`src/rtl/saddr_window_regs.sv`:
```
`timescale 1ns/1ps
module saddr_window_regs #(
  parameter logic [4:0]  REG_NUM   = 5'd9,
  parameter logic [2:0]  SEL_INDEX = 3'd6,
  parameter logic [2:0]  SEL_DATA  = 3'd7,
  parameter logic [63:0] DATA_MASK = 64'h0000_0FFF_FFFF_F03F
) (
  input  logic        clk,
  input  logic        rst_n,
  input  logic        acc_valid,
  input  logic        acc_write,
  input  logic [4:0]  acc_reg,
  input  logic [2:0]  acc_sel,
  input  logic [1:0]  acc_width,
  input  logic [63:0] acc_wdata,
  input  logic        feature_en,
  output logic [63:0] acc_rdata,
  output logic        acc_unimpl,
  output logic [1:0]  win_en,
  output logic [9:0]  win_size,
  output logic [63:0] win_base
);
  localparam logic [1:0] W_LO = 2'd0, W_HI = 2'd1, W_FULL = 2'd2, W_BAD = 2'd3;

  logic [5:0]  idx;
  logic [63:0] ent [2];
  logic        hit_idx, hit_dat, legal, idx_ok;
  logic [63:0] cur, wr_val, rd_val;

  assign hit_idx = (acc_reg == REG_NUM) && (acc_sel == SEL_INDEX) &&
                   (acc_width == W_LO || acc_width == W_FULL);
  assign hit_dat = (acc_reg == REG_NUM) && (acc_sel == SEL_DATA) && (acc_width != W_BAD);
  assign legal   = feature_en && (hit_idx || hit_dat);
  assign idx_ok  = (idx < 6'd2);
  assign cur     = idx_ok ? ent[idx[0]] : 64'd0;

  always_comb begin
    case (acc_width)
      W_LO:    wr_val = {{32{acc_wdata[31]}}, acc_wdata[31:0]} & DATA_MASK;
      W_HI:    wr_val = {20'd0, acc_wdata[11:0], cur[31:0]};
      default: wr_val = acc_wdata & DATA_MASK;
    endcase
  end

  always_comb begin
    if (hit_idx)                rd_val = {58'd0, idx};
    else if (acc_width == W_LO) rd_val = {{32{cur[31]}}, cur[31:0]};
    else if (acc_width == W_HI) rd_val = {32'd0, cur[63:32]};
    else                        rd_val = cur;
  end

  always_ff @(posedge clk) begin
    if (!rst_n) begin
      idx        <= '0;
      ent[0]     <= '0;
      ent[1]     <= '0;
      acc_rdata  <= '0;
      acc_unimpl <= 1'b0;
    end else begin
      if (acc_valid && legal && acc_write) begin
        if (hit_idx && acc_wdata[5:0] <= 6'd1) idx <= acc_wdata[5:0];
        if (hit_dat && idx_ok) ent[idx[0]] <= wr_val;
      end
      acc_rdata  <= (acc_valid && legal && !acc_write) ? rd_val : 64'd0;
      acc_unimpl <= acc_valid && !legal;
    end
  end

  for (genvar g = 0; g < 2; g++) begin : g_win
    assign win_en[g]          = ent[g][0];
    assign win_size[g*5 +: 5] = ent[g][5:1];
    assign win_base[g*32 +: 32] = ent[g][43:12];
  end
endmodule

```
`config.mk`:
```
export PLATFORM = sky130hd
export DESIGN_NAME = saddr_window_regs
export DESIGN_NICKNAME = d
export VERILOG_FILES = /design/src/rtl/saddr_window_regs.sv
export SDC_FILE = /design/constraint.sdc
export NUM_CORES = 1
export LEC_CHECK = 0
export BUFFER_PORTS_ARGS = -buffer_cell sky130_fd_sc_hd__buf_4
export CAP_MARGIN = 15
export CORE_ASPECT_RATIO = 1.75
export CORE_MARGIN = 2
export CORE_UTILIZATION = 55
export CTS_CLUSTER_DIAMETER = 200
export CTS_CLUSTER_SIZE = 20
export DETAILED_ROUTE_END_ITERATION = 10
export HOLD_SLACK_MARGIN = 0.06
export PLACE_DENSITY = 0.86
export SLEW_MARGIN = 20
export SYNTH_ARGS = -nofsm -noshare
export SYNTH_HDL_FRONTEND = slang
export SYNTH_SLANG_ARGS = --single-unit
```
`constraint.sdc`:
```
create_clock -name clk -period 4.6 [get_ports clk]
set_input_delay 0.23 -clock clk [delete_from_list [all_inputs] [get_ports clk]]
set_output_delay 0.23 -clock clk [all_outputs]
set_load 0.02 [all_outputs]
```
Word level (Yosys, flattened, before mapping)
Memories as Yosys holds them, arrays and structs flattened. A register that Yosys moved wholly into a read port is not among the register bits.
Index checks and enable logic that the tools add are counted.

storage, ports and cells
  memory bits (writable) = 88
  input bits = 79
  memories kept = 1
  output and inout bits = 141
  flip-flop bits (word level) = 71
  logic and storage cells = 50

cells by class
  eq/ne operators = 6
  bitwise logic cells = 2
  mux-type cells = 15
  reduce and logical (&&, ||, !) cells = 20
  magnitude comparators = 2

memories
  name  words  bits a word  rd ports  clocked after Yosys merged registers in  write ports  line  text
  ent   2      44           3         1                                        2            26    logic [63:0] ent [2];

operator list
  operator              count
  $mux W64              3
  $pmux W44 S2          1
  $mux W44              1
  $reduce_or A44 Y1     1
  $logic_and A1 B1 Y1   11
  $mux W1               9
  $eq A3 B3 Y1 const B  2
  $le A6 B1 Y1 const B  1
  $lt A6 B2 Y1 const B  1
  $mux W6               1
  $eq A5 B4 Y1 const B  1
  $reduce_and A2 Y1     2
  $reduce_or A3 Y1      1
  $eq A2 B1 Y1 const B  1
  $eq A2 B2 Y1 const B  1
  $logic_not A1 Y1      2
  $logic_not A2 Y1      1
  $logic_or A1 B1 Y1    2
  $ne A2 B2 Y1 const B  1
  $not A1 Y1            2

Logic depth before layout (Yosys ltp)
Gate-level depths: netlist (run 1).

  depth after elaboration = 12
  mapped depth = 7
  mapped depth without buffers = 4

Worst setup path after synthesis (run 1)
OpenSTA, ideal clock, no wires.

  path kind = register -> register
  start point = reg idx[1]
  end point = mem ent[1][0] (netlist bit), enable pin
  library setup time = 403 ps
  stages on the path, launching flop included = 8
  buffers on the path = 3
  arrival time = 2685 ps
  setup slack = 1513 ps
  cell sequence = dfxtp_1 or4_1 buf_2 nor4b_4 nand3_2 buf_6 buf_6 nand2_1

RTL lines
  item                      line  text
  start: declaration        25    logic [5:0] idx;
  start signal: assignment  61    if (hit_idx && acc_wdata[5:0] <= 6'd1) idx <= acc_wdata[5:0];
  end: declaration          26

Final worst setup path (run 1)
  start point = reg idx[1]
  end point = reg acc_rdata[21]

on the way
  longest elaborated chain between the ends = 4

RTL lines
  item                    line  text
  $lt A6 B2 Y1 (*)        34    assign idx_ok = (idx < 6'd2);
  $mux W64 (*)            35    assign cur = idx_ok ? ent[idx[0]] : 64'd0;
  $mux W64                48    else if (acc_width == W_HI) rd_val = {32'd0, cur[63:32]};
  $mux W64 (*)            47    else if (acc_width == W_LO) rd_val = {{32{cur[31]}}, cur[31:0]};
  end signal: assignment  64    acc_rdata <= (acc_valid && legal && !acc_write) ? rd_val : 64'd0;
  end: declaration        17    output logic [63:0] acc_rdata,

Mark *: on every way between the ends. The rest lies on a longest branch, timed or not.
A chain may end at the register's enable or synchronous reset.

==> run summary, run 1 <==
The floorplan step defined a core boundary enclosing 11900 µm². For the total vias in the final route, the log shows 5121. The clock reaches the later pin of the worst-skew pair after 420 ps.

Counting every instance in the synthesized netlist gives 635. For this design, the sink count on the clock tree is 141. Die extent in y: 150 µm. The path type of the worst setup path was register to register. The leading area contributor after synthesis is sky130_fd_sc_hd__edfxtp_1. Among all flip-flop cells after synthesis, the most frequent one is sky130_fd_sc_hd__edfxtp_1. Data arrives at the worst endpoint at 3150 ps. The average instance in the mapped netlist occupies 10.5 µm².

The timing-limited maximum frequency was 353 MHz; the CTS H-tree depth was 4. STA classifies the critical path endpoint as a register. The detailed router's first-iteration violation count came out at 497. In the routed design, unresolved DRC markers number 0. Summed over all cells, the static leakage comes to 3.25 nW. The logs give 2 for the maximum clock insertion buffer count and 0 for the remaining global-route overflow. Row generation in the floorplan step produced 53 rows.

Counting flops and latches in the post-synthesis netlist gives 141. The vias per cell is 5.88. Cell type of the slowest stage on the worst timing path: sky130_fd_sc_hd__nand4_1. The run gives 0 as the count of final hold-check violations. The tools report the post-layout total power as 2.95 mW. The first global-routing pass estimated 26000 µm of wire. The normalized max-slew margin was 29.9%; the overall routing resource usage was 26.6%. The number of antenna violations at the first check in global routing came out at 0.

The tool flagged a number of max-cap violations equal to 0. Number of buffers inserted to repair setup after CTS: 0. The worst-margin pin slew works out to 1050 ps.

The count of flip-flops with a built-in enable after synthesis is 88, and the placer congestion estimate is 0.837. In this run, CTS created clock tree buffers numbering 17. The CTS clock-pin slew for the worst setup and hold paths works out to 60 ps.

Of the synthesized area, sequential elements account for 55.5%. The residual antenna-violating net count after detailed routing was 0. The run gives 6670 µm² as the post-synthesis cell area. The setup clock skew after layout was 12.3 ps; the starting density of the core was 55.9%. In this run the power density over the cells is 365 nW/µm². The tools report the number of unique standard cell types used by synthesis as 37.

Gates resized during post-CTS repair numbered 0. Setup TNS: 0 ps. Post-route worst setup slack: 1770 ps. For this run, the share of the core covered by cells in the final layout is 67.6%. Buffers placed on the I/O ports in this run total 199. Hold repair after CTS inserted 0 buffers.

First-pass iteration count of the detailed router: 5. The signal on the critical path passes through or4_1 -> buf_4 -> nor3_1 -> nand4_1 -> nor2_1. Setup repair after global routing left no endpoint under its margin. The largest net degree at the start of global routing was 45; the data required time at the worst endpoint was 4920 ps.

The largest stage delay on the critical path came out at 860 ps. The routed design has 17600 µm of wire. The repair_antennas step left the layout with diodes totalling 0. Ranked by total cell area, the synthesized netlist is headed by sky130_fd_sc_hd__edfxtp_1 40%, sky130_fd_sc_hd__dfxtp_1 16%, sky130_fd_sc_hd__buf_4 11%. For this run, asynchronously set or reset flops after synthesis account for 0%. The tools report the multi-input logic area as 2050 µm².

The number of nets handed over by synthesis was 714. STA classifies the critical path startpoint as a register. Class of the tightest hold or removal check: input pin to register. Counting the fill cells in the layout gives 860.

For this design the top-level I/O count stands at 220. The number of global-route vias before repair was 5145; the yosys synthesis warning count was 0. Along the worst path, the maximum fanout reaches 35. Setup violations remaining at the end of the flow were counted as 0.

TritonCTS built the clock tree. The overall die area was 13100 µm²; the register cell area after layout was 3710 µm². Of the post-synthesis cell area, the dominant cell type holds 39.6%. Timing analysis after detailed placement gives a worst setup slack of 1750 ps.

The run finished with clean final reports. The share of the clock period used by the worst path is 61.6%. IR analysis of the VDD net gives a maximum drop of 294 µV. The worst path in the final design needs a cycle of 2830 ps, including I/O delays and setup.

CTS placed an instance of sky130_fd_sc_hd__clkbuf_16 at the clock tree root. The number of nets in the finished design came out at 800. The detailed placer's ending HPWL is 11400 µm, and the proportion of layout cells with a drive suffix above 1 is 35.6%.

The die is 87.3 µm wide. Relative to the synthesized area, the layout overhead comes to 20.9%. After detailed routing, the average wire length per cell comes to 20.2 µm.

The count of final max-slew check failures was 0.
==> state kept, by name, summed over array words and instances, names as in the netlist, named ones only <==
signal and count:
ent 88, acc_unimpl 1, idx 6, acc_rdata 45
==> report_power, final <==
| part | internal (mW) | total, mW | switching [mW] |
|---|---|---|---|
| clock | 0.823 | 1.34 | 0.519 |
| sequential | 1.37 | 1.38 | 0.0170 |
| combinational | 0.0907 | 0.220 | 0.129 |
==> critical path, delay by kind of cell (launching register included) <==
family                 cells  cell delay (ps)
AND/OR/NAND/NOR            4             2090
flip-flops                 1              320
buffers and inverters      1              330
==> stage by stage <==
stage | cell area, µm² | instances | hold WS (ps)
after CTS | 8060 | 871 | 110
after global routing | 8070 | 871 | 149
final | 8070 | 871 | 110
after floorplan | 6670 | 635 | 394
after global placement | 7480 | 839 | 432
after detailed placement | 7480 | 839 | 436
==> cell type report <==
cell class                      instances  area share (%)
Inverter                                6           0.279
Timing Repair Buffer                  205            19.1
Tap cell                              137            2.12
Clock inverter                         11            1.44
Multi-Input combinational cell        350            25.4
Clock buffer                           21            5.71
Sequential cell                       141            45.9
==> kinds of logic after synthesis <==
kind of cell | share of synthesized area (%)
buffers and inverters | 14.0
AO/OA/AOI/OAI | 6.56
AND/OR/NAND/NOR | 15.1
flip-flops | 55.5
multiplexers | 8.85
==> path summary, 6_finish.rpt <==
kind / from / slack [ps] / depth (start not counted) / endpoint
worst min register to register: idx[1] / 450 / 2 / idx[1]
worst max-delay path: idx[1] / 1770 / 5 / acc_rdata[21]
worst min-delay path: acc_wdata[0] / 110 / 3 / register
worst max register to register: idx[1] / 1770 / 5 / acc_rdata[21]
==> routing by layer <==
layer	wire, µm	GRT usage, %
met4	896	18.1
met1	5980	27.6
met5	0	0
met2	9470	46.1
met3	1270	6.12
==> cell usage after synthesis (3+ instances only) <==
| cell | n |
|---|---|
| sky130_fd_sc_hd__nand2_1 | 36 |
| sky130_fd_sc_hd__edfxtp_1 | 88 |
| sky130_fd_sc_hd__dfxtp_1 | 53 |
| sky130_fd_sc_hd__mux2_2 | 12 |
| sky130_fd_sc_hd__a22o_1 | 6 |
| sky130_fd_sc_hd__nor4_1 | 27 |
| sky130_fd_sc_hd__buf_1 | 4 |
| sky130_fd_sc_hd__a21oi_1 | 69 |
| sky130_fd_sc_hd__nor3_1 | 9 |
| sky130_fd_sc_hd__buf_4 | 95 |
| sky130_fd_sc_hd__mux2i_1 | 32 |
| sky130_fd_sc_hd__inv_1 | 6 |
| sky130_fd_sc_hd__buf_6 | 4 |
| sky130_fd_sc_hd__nor2_1 | 115 |
| sky130_fd_sc_hd__mux4_2 | 6 |
| sky130_fd_sc_hd__nand4_1 | 3 |
| sky130_fd_sc_hd__buf_2 | 5 |
| sky130_fd_sc_hd__clkbuf_1 | 30 |
| sky130_fd_sc_hd__nand3_1 | 14 |
==> cell usage in the layout (no fill, tap or decap), types with 3 or more instances in the layout <==
cell / n
sky130_fd_sc_hd__nand2_1: 34
sky130_fd_sc_hd__nor4_1: 27
sky130_fd_sc_hd__a21oi_1: 69
sky130_fd_sc_hd__nor3_1: 9
sky130_fd_sc_hd__inv_1: 6
sky130_fd_sc_hd__dfxtp_1: 51
sky130_fd_sc_hd__clkinv_2: 4
sky130_fd_sc_hd__a22o_1: 6
sky130_fd_sc_hd__mux2_2: 12
sky130_fd_sc_hd__nor2_1: 115
sky130_fd_sc_hd__nand3_1: 14
sky130_fd_sc_hd__buf_4: 205
sky130_fd_sc_hd__edfxtp_1: 88
sky130_fd_sc_hd__nand4_1: 3
sky130_fd_sc_hd__mux2i_1: 32
sky130_fd_sc_hd__clkbuf_16: 17
sky130_fd_sc_hd__mux4_2: 6
Note: power is estimated with default switching activity, not from simulation.
==> run 2, diff against run 1 <==
--- a/config.mk
+++ b/config.mk
@@ -5,16 +5,17 @@
 export SDC_FILE = /design/constraint.sdc
 export NUM_CORES = 1
 export LEC_CHECK = 0
+export ABC_AREA = 1
 export BUFFER_PORTS_ARGS = -buffer_cell sky130_fd_sc_hd__buf_4
 export CAP_MARGIN = 15
 export CORE_ASPECT_RATIO = 1.75
 export CORE_MARGIN = 2
-export CORE_UTILIZATION = 55
+export CORE_UTILIZATION = 46
 export CTS_CLUSTER_DIAMETER = 200
 export CTS_CLUSTER_SIZE = 20
 export DETAILED_ROUTE_END_ITERATION = 10
 export HOLD_SLACK_MARGIN = 0.06
-export PLACE_DENSITY = 0.86
+export PLACE_DENSITY = 0.77
 export SLEW_MARGIN = 20
 export SYNTH_ARGS = -nofsm -noshare
 export SYNTH_HDL_FRONTEND = slang
==> constraint.sdc (replaced) <==
create_clock -name clk -period 2.31 [get_ports clk]
set_input_delay 0.1155 -clock clk [delete_from_list [all_inputs] [get_ports clk]]
set_output_delay 0.1155 -clock clk [all_outputs]
set_load 0.02 [all_outputs]
==> run summary, run 2 <==
During placement, the flow inserted port buffers numbering 199. At the end of routability-driven placement, the weighted congestion stood at 0.887. The chip width is 95.4 µm. The tree is rooted in a sky130_fd_sc_hd__clkbuf_16. Counting flops with a built-in enable in the synthesized netlist gives 88. For the number of antenna violations at the first check in global routing, the log shows 0. The post-synthesis cell area is 6720 µm², and the number of flip-flops under the largest register name is 88.

The detailed placer's ending HPWL was 11600 µm; the number of standard cells in the layout, taps in and fillers out was 1055. Gates resized during post-CTS repair numbered 0. The largest individual stage delay along the critical path comes from the cell sky130_fd_sc_hd__nand2_2.

Arrival time at the worst endpoint: 2030 ps. Power spread over the standard cell area amounts to 729 nW/µm². The proportion of layout cells with a drive suffix above 1 was 31.4%. Setup repair after global routing left no endpoint under its margin.

The count of final hold-check violations is 0. By area the synthesized netlist is led by sky130_fd_sc_hd__edfxtp_1 39%, sky130_fd_sc_hd__dfxtp_1 16%, sky130_fd_sc_hd__nand2_1 12%. The clock sink total was 141; the detailed router's first-iteration violation count was 309. After synthesis, the largest family of logic cells by area is simple AND/OR/NAND/NOR gates. In this run the core area contains 58 standard-cell rows. In the routed layout, each cell is associated on average with a via count of 5.15.

Yosys printed 0 warnings. The run gives 1019 as the cell count after placement. The normalized max-slew margin came out at 37.5%. Global routing consumed, over all layers together, 22.8% of the routing resources. Setup violations remaining at the end of the flow were counted as 0.

In this run the worst path has a maximum fanout of 17. Launching point of the worst reg2reg path: idx[2]. The first-pass iteration count of the detailed router is 5, and the number of storage elements in the synthesis netlist is 141. Entering global routing, the biggest net connects 61 pins.

The run finished with clean final reports. For the area of the core, the log shows 14300 µm². For this run, the share of the core covered by cells in the final layout is 59.0%.

The logs give 0 for the remaining global-route overflow and 8430 µm² for the final standard cell area without fillers. The detailed router placed 5431 vias in this run. The worst-margin pin slew came out at 933 ps.

The reported leakage power came out at 3.83 nW. Summing all placed instances gives a cell area of 7750 µm². The synthesized-area fraction occupied by and/or/nand/nor cells is 22.5%. Setup slack on the worst reg-to-reg path comes out at 390 ps.

For this design the top-level I/O count stands at 220. The critical path goes through inv_1 -> nand2_1 -> nor2_1 -> nand2_1 -> inv_2 -> nand2_1 -> nor2_2 -> nand4_2 -> nand2_2 -> buf_12. The routed design has 17300 µm of wire. Across the run, the number of max-cap violations was 0.

In this run the most critical hold path is launched from feature_en. The share of the synthesized netlist area taken by xor and xnor gates is 0%. The tools report the worst vdd rail ir drop as 695 µV. The count of final max-slew check failures is 0. The proportion of netlist area held by the largest area contributor works out to 39.3%.

The clock passes through at most 2 buffers. In the final design database the tool counted 941 nets. The end of the worst register-to-register path was ent[0][10].

The worst register-to-register path has a depth of 10. The starting density of the core is 47.0%. The tools report the synthesized instance count as 758. Leaving out fill and tap cells, the most frequent cell in the layout is sky130_fd_sc_hd__nand2_1. For this run, the slowest stage of the critical path takes 360 ps. The family with the most delay on the worst path is simple AND/OR/NAND/NOR gates.

The class of the tightest hold or removal check was input pin to register. Category of the worst setup path capture point: a register. Among all cell types in the netlist, the one instantiated most often is sky130_fd_sc_hd__nand2_1. The mux share of post-synthesis cell area came out at 0.447%. Commonest register cell after synthesis: sky130_fd_sc_hd__edfxtp_1. Of the available clock period, the critical path in the final layout requires 83.2%. STA puts the critical path data required time at 2420 ps. The average routed wire per standard cell is 16.4 µm.

In the final layout, the registers with the most flip-flops are ent x88, acc_rdata x45, idx x6. The number of global-route vias before repair was 5382. Between clock sinks in the finished design, the worst skew comes to 11.9 ps. Counting distinct cell types in the post-synthesis netlist gives 27.

The first global-routing pass estimated 26800 µm of wire. The tools report the overall die area as 15600 µm². The detail route stage leaves a number of antenna-violating nets equal to 0. The growth of design area from synthesis to finish works out to 25.4%. Worst hold endpoint: acc_unimpl. Counting instances in the post-synthesis netlist gives the leading cell types as 222 x sky130_fd_sc_hd__nand2_1, 99 x sky130_fd_sc_hd__nor2_1, 97 x sky130_fd_sc_hd__buf_4, 88 x sky130_fd_sc_hd__edfxtp_1, 53 x sky130_fd_sc_hd__dfxtp_1. The setup TNS was 0 ps; the share of synthesized cell area in full adder, half adder and majority cells was 0%. The logs give 17 for the clock buffer count from CTS and 4 for the CTS H-tree depth. The worst hold path passes through 4 cells. Static timing analysis puts the maximum clock frequency at 521 MHz. The number of remaining DRC errors was 0; the number of buffer and inverter instances along the worst setup path was 3. ent holds more flip-flops than any other register.

TritonCTS built the clock tree. The clock period minus worst slack came out at 1920 ps. The startpoint class of the critical path is a register. For this run, the register share of the synthesized area comes to 55.1%.

The library cells used most frequently in the layout, excluding fill and tap cells, are 220 x sky130_fd_sc_hd__nand2_1, 215 x sky130_fd_sc_hd__buf_4, 99 x sky130_fd_sc_hd__nor2_1, 88 x sky130_fd_sc_hd__edfxtp_1, 52 x sky130_fd_sc_hd__dfxtp_1. A synthesized cell averages 8.87 µm². The cell that appears most often on the critical path is sky130_fd_sc_hd__nand2_1. 0 antenna diodes ended up in the layout.

The path type of the worst setup path was register to register. The die extent in y was 164 µm. The number of buffers inserted to repair setup after CTS was 0; the net count of the mapped netlist was 837. The post-synthesis async set-or-reset flop share was 0%. Summing the areas of all compound-gate instances in the mapped netlist gives 7.11% of the synthesized area.

Clock-pin slew was measured on the worst setup and hold paths at 60 ps. Leading area contributor after synthesis: sky130_fd_sc_hd__edfxtp_1. At the later pin of the worst-skew pair, clock insertion delay measures 410 ps.
==> run 2: cell types whose count changed after synthesis, sizes merged, moves of 11 or more <==
cell / delta
nor3: +11
nor4: -27
mux2i: -29
inv: +16
o21ai: +22
a221oi: +12
nand2: +187
mux2: -12
a21oi: -26
==> run 2: per-stage QoR <==
| step | hold slack [ps] | setup slack (ps) | power [mW] |
|---|---|---|---|
| after floorplan | 262 | -220 | 3.10 |
| after global placement | 385 | 450 | 3.27 |
| after detailed placement | 382 | 388 | 3.27 |
| after CTS | 65.2 | 372 | 6.18 |
| after global routing | 80.5 | 261 | 6.33 |
| final | 82.1 | 389 | 6.15 |
==> run 2: worst max path at each step <==
stage,startpoint,end,cells past startpoint
global route,idx[2],ent[0][9],10
finish,idx[2],ent[0][10],10
floorplan,idx[3],ent[0][0],10
global placement,idx[3],ent[0][40],10
CTS,idx[2],ent[0][10],10
detailed placement,idx[2],ent[0][42],10
==> run 2: kinds of logic (layout without fill, tap and decap cells) <==
logic type	after synthesis	count (layout)
mux	3	3
compound gates	79	79
simple gates	374	374
flops	141	141
buf+inv	161	278
==> run 2: cell type report <==
type                            count  area [µm²]
Sequential cell                   141        3700
Multi-Input combinational cell    456        2040
Clock buffer                       22         497
Inverter                           23        86.3
Tap cell                          180         225
Fill cell                        1218        5860
Clock inverter                     10         148
Timing Repair Buffer              223        1730
==> run 2: tightest hold or removal path: stages <==
cell and delay (ps):
sky130_fd_sc_hd__buf_4 110, sky130_fd_sc_hd__inv_1 80, sky130_fd_sc_hd__nor2_4 70, sky130_fd_sc_hd__nor2_1 80
==> run 2: power by group <==
| group | switching, mW | internal (mW) |
|---|---|---|
| combinational | 0.278 | 0.197 |
| sequential | 0.0295 | 2.72 |
| clock | 1.05 | 1.87 |
==> run 2: metal layers <==
metal	global-route usage, %	wire [µm]	vias up
li1	-	-	2592
met1	24.1	6060	2534
met2	40.8	9320	240
met3	4.22	1120	65
met4	13.9	845	0
met5	0	0	-
==> run 2: repair_timing <==
| item | 4_1_cts | 5_1_grt |
|---|---|---|
| hold endpoints to repair | 8 | 0 |
| setup endpoints to repair | 0 | 0 |
| hold buffers | 4 | 0 |
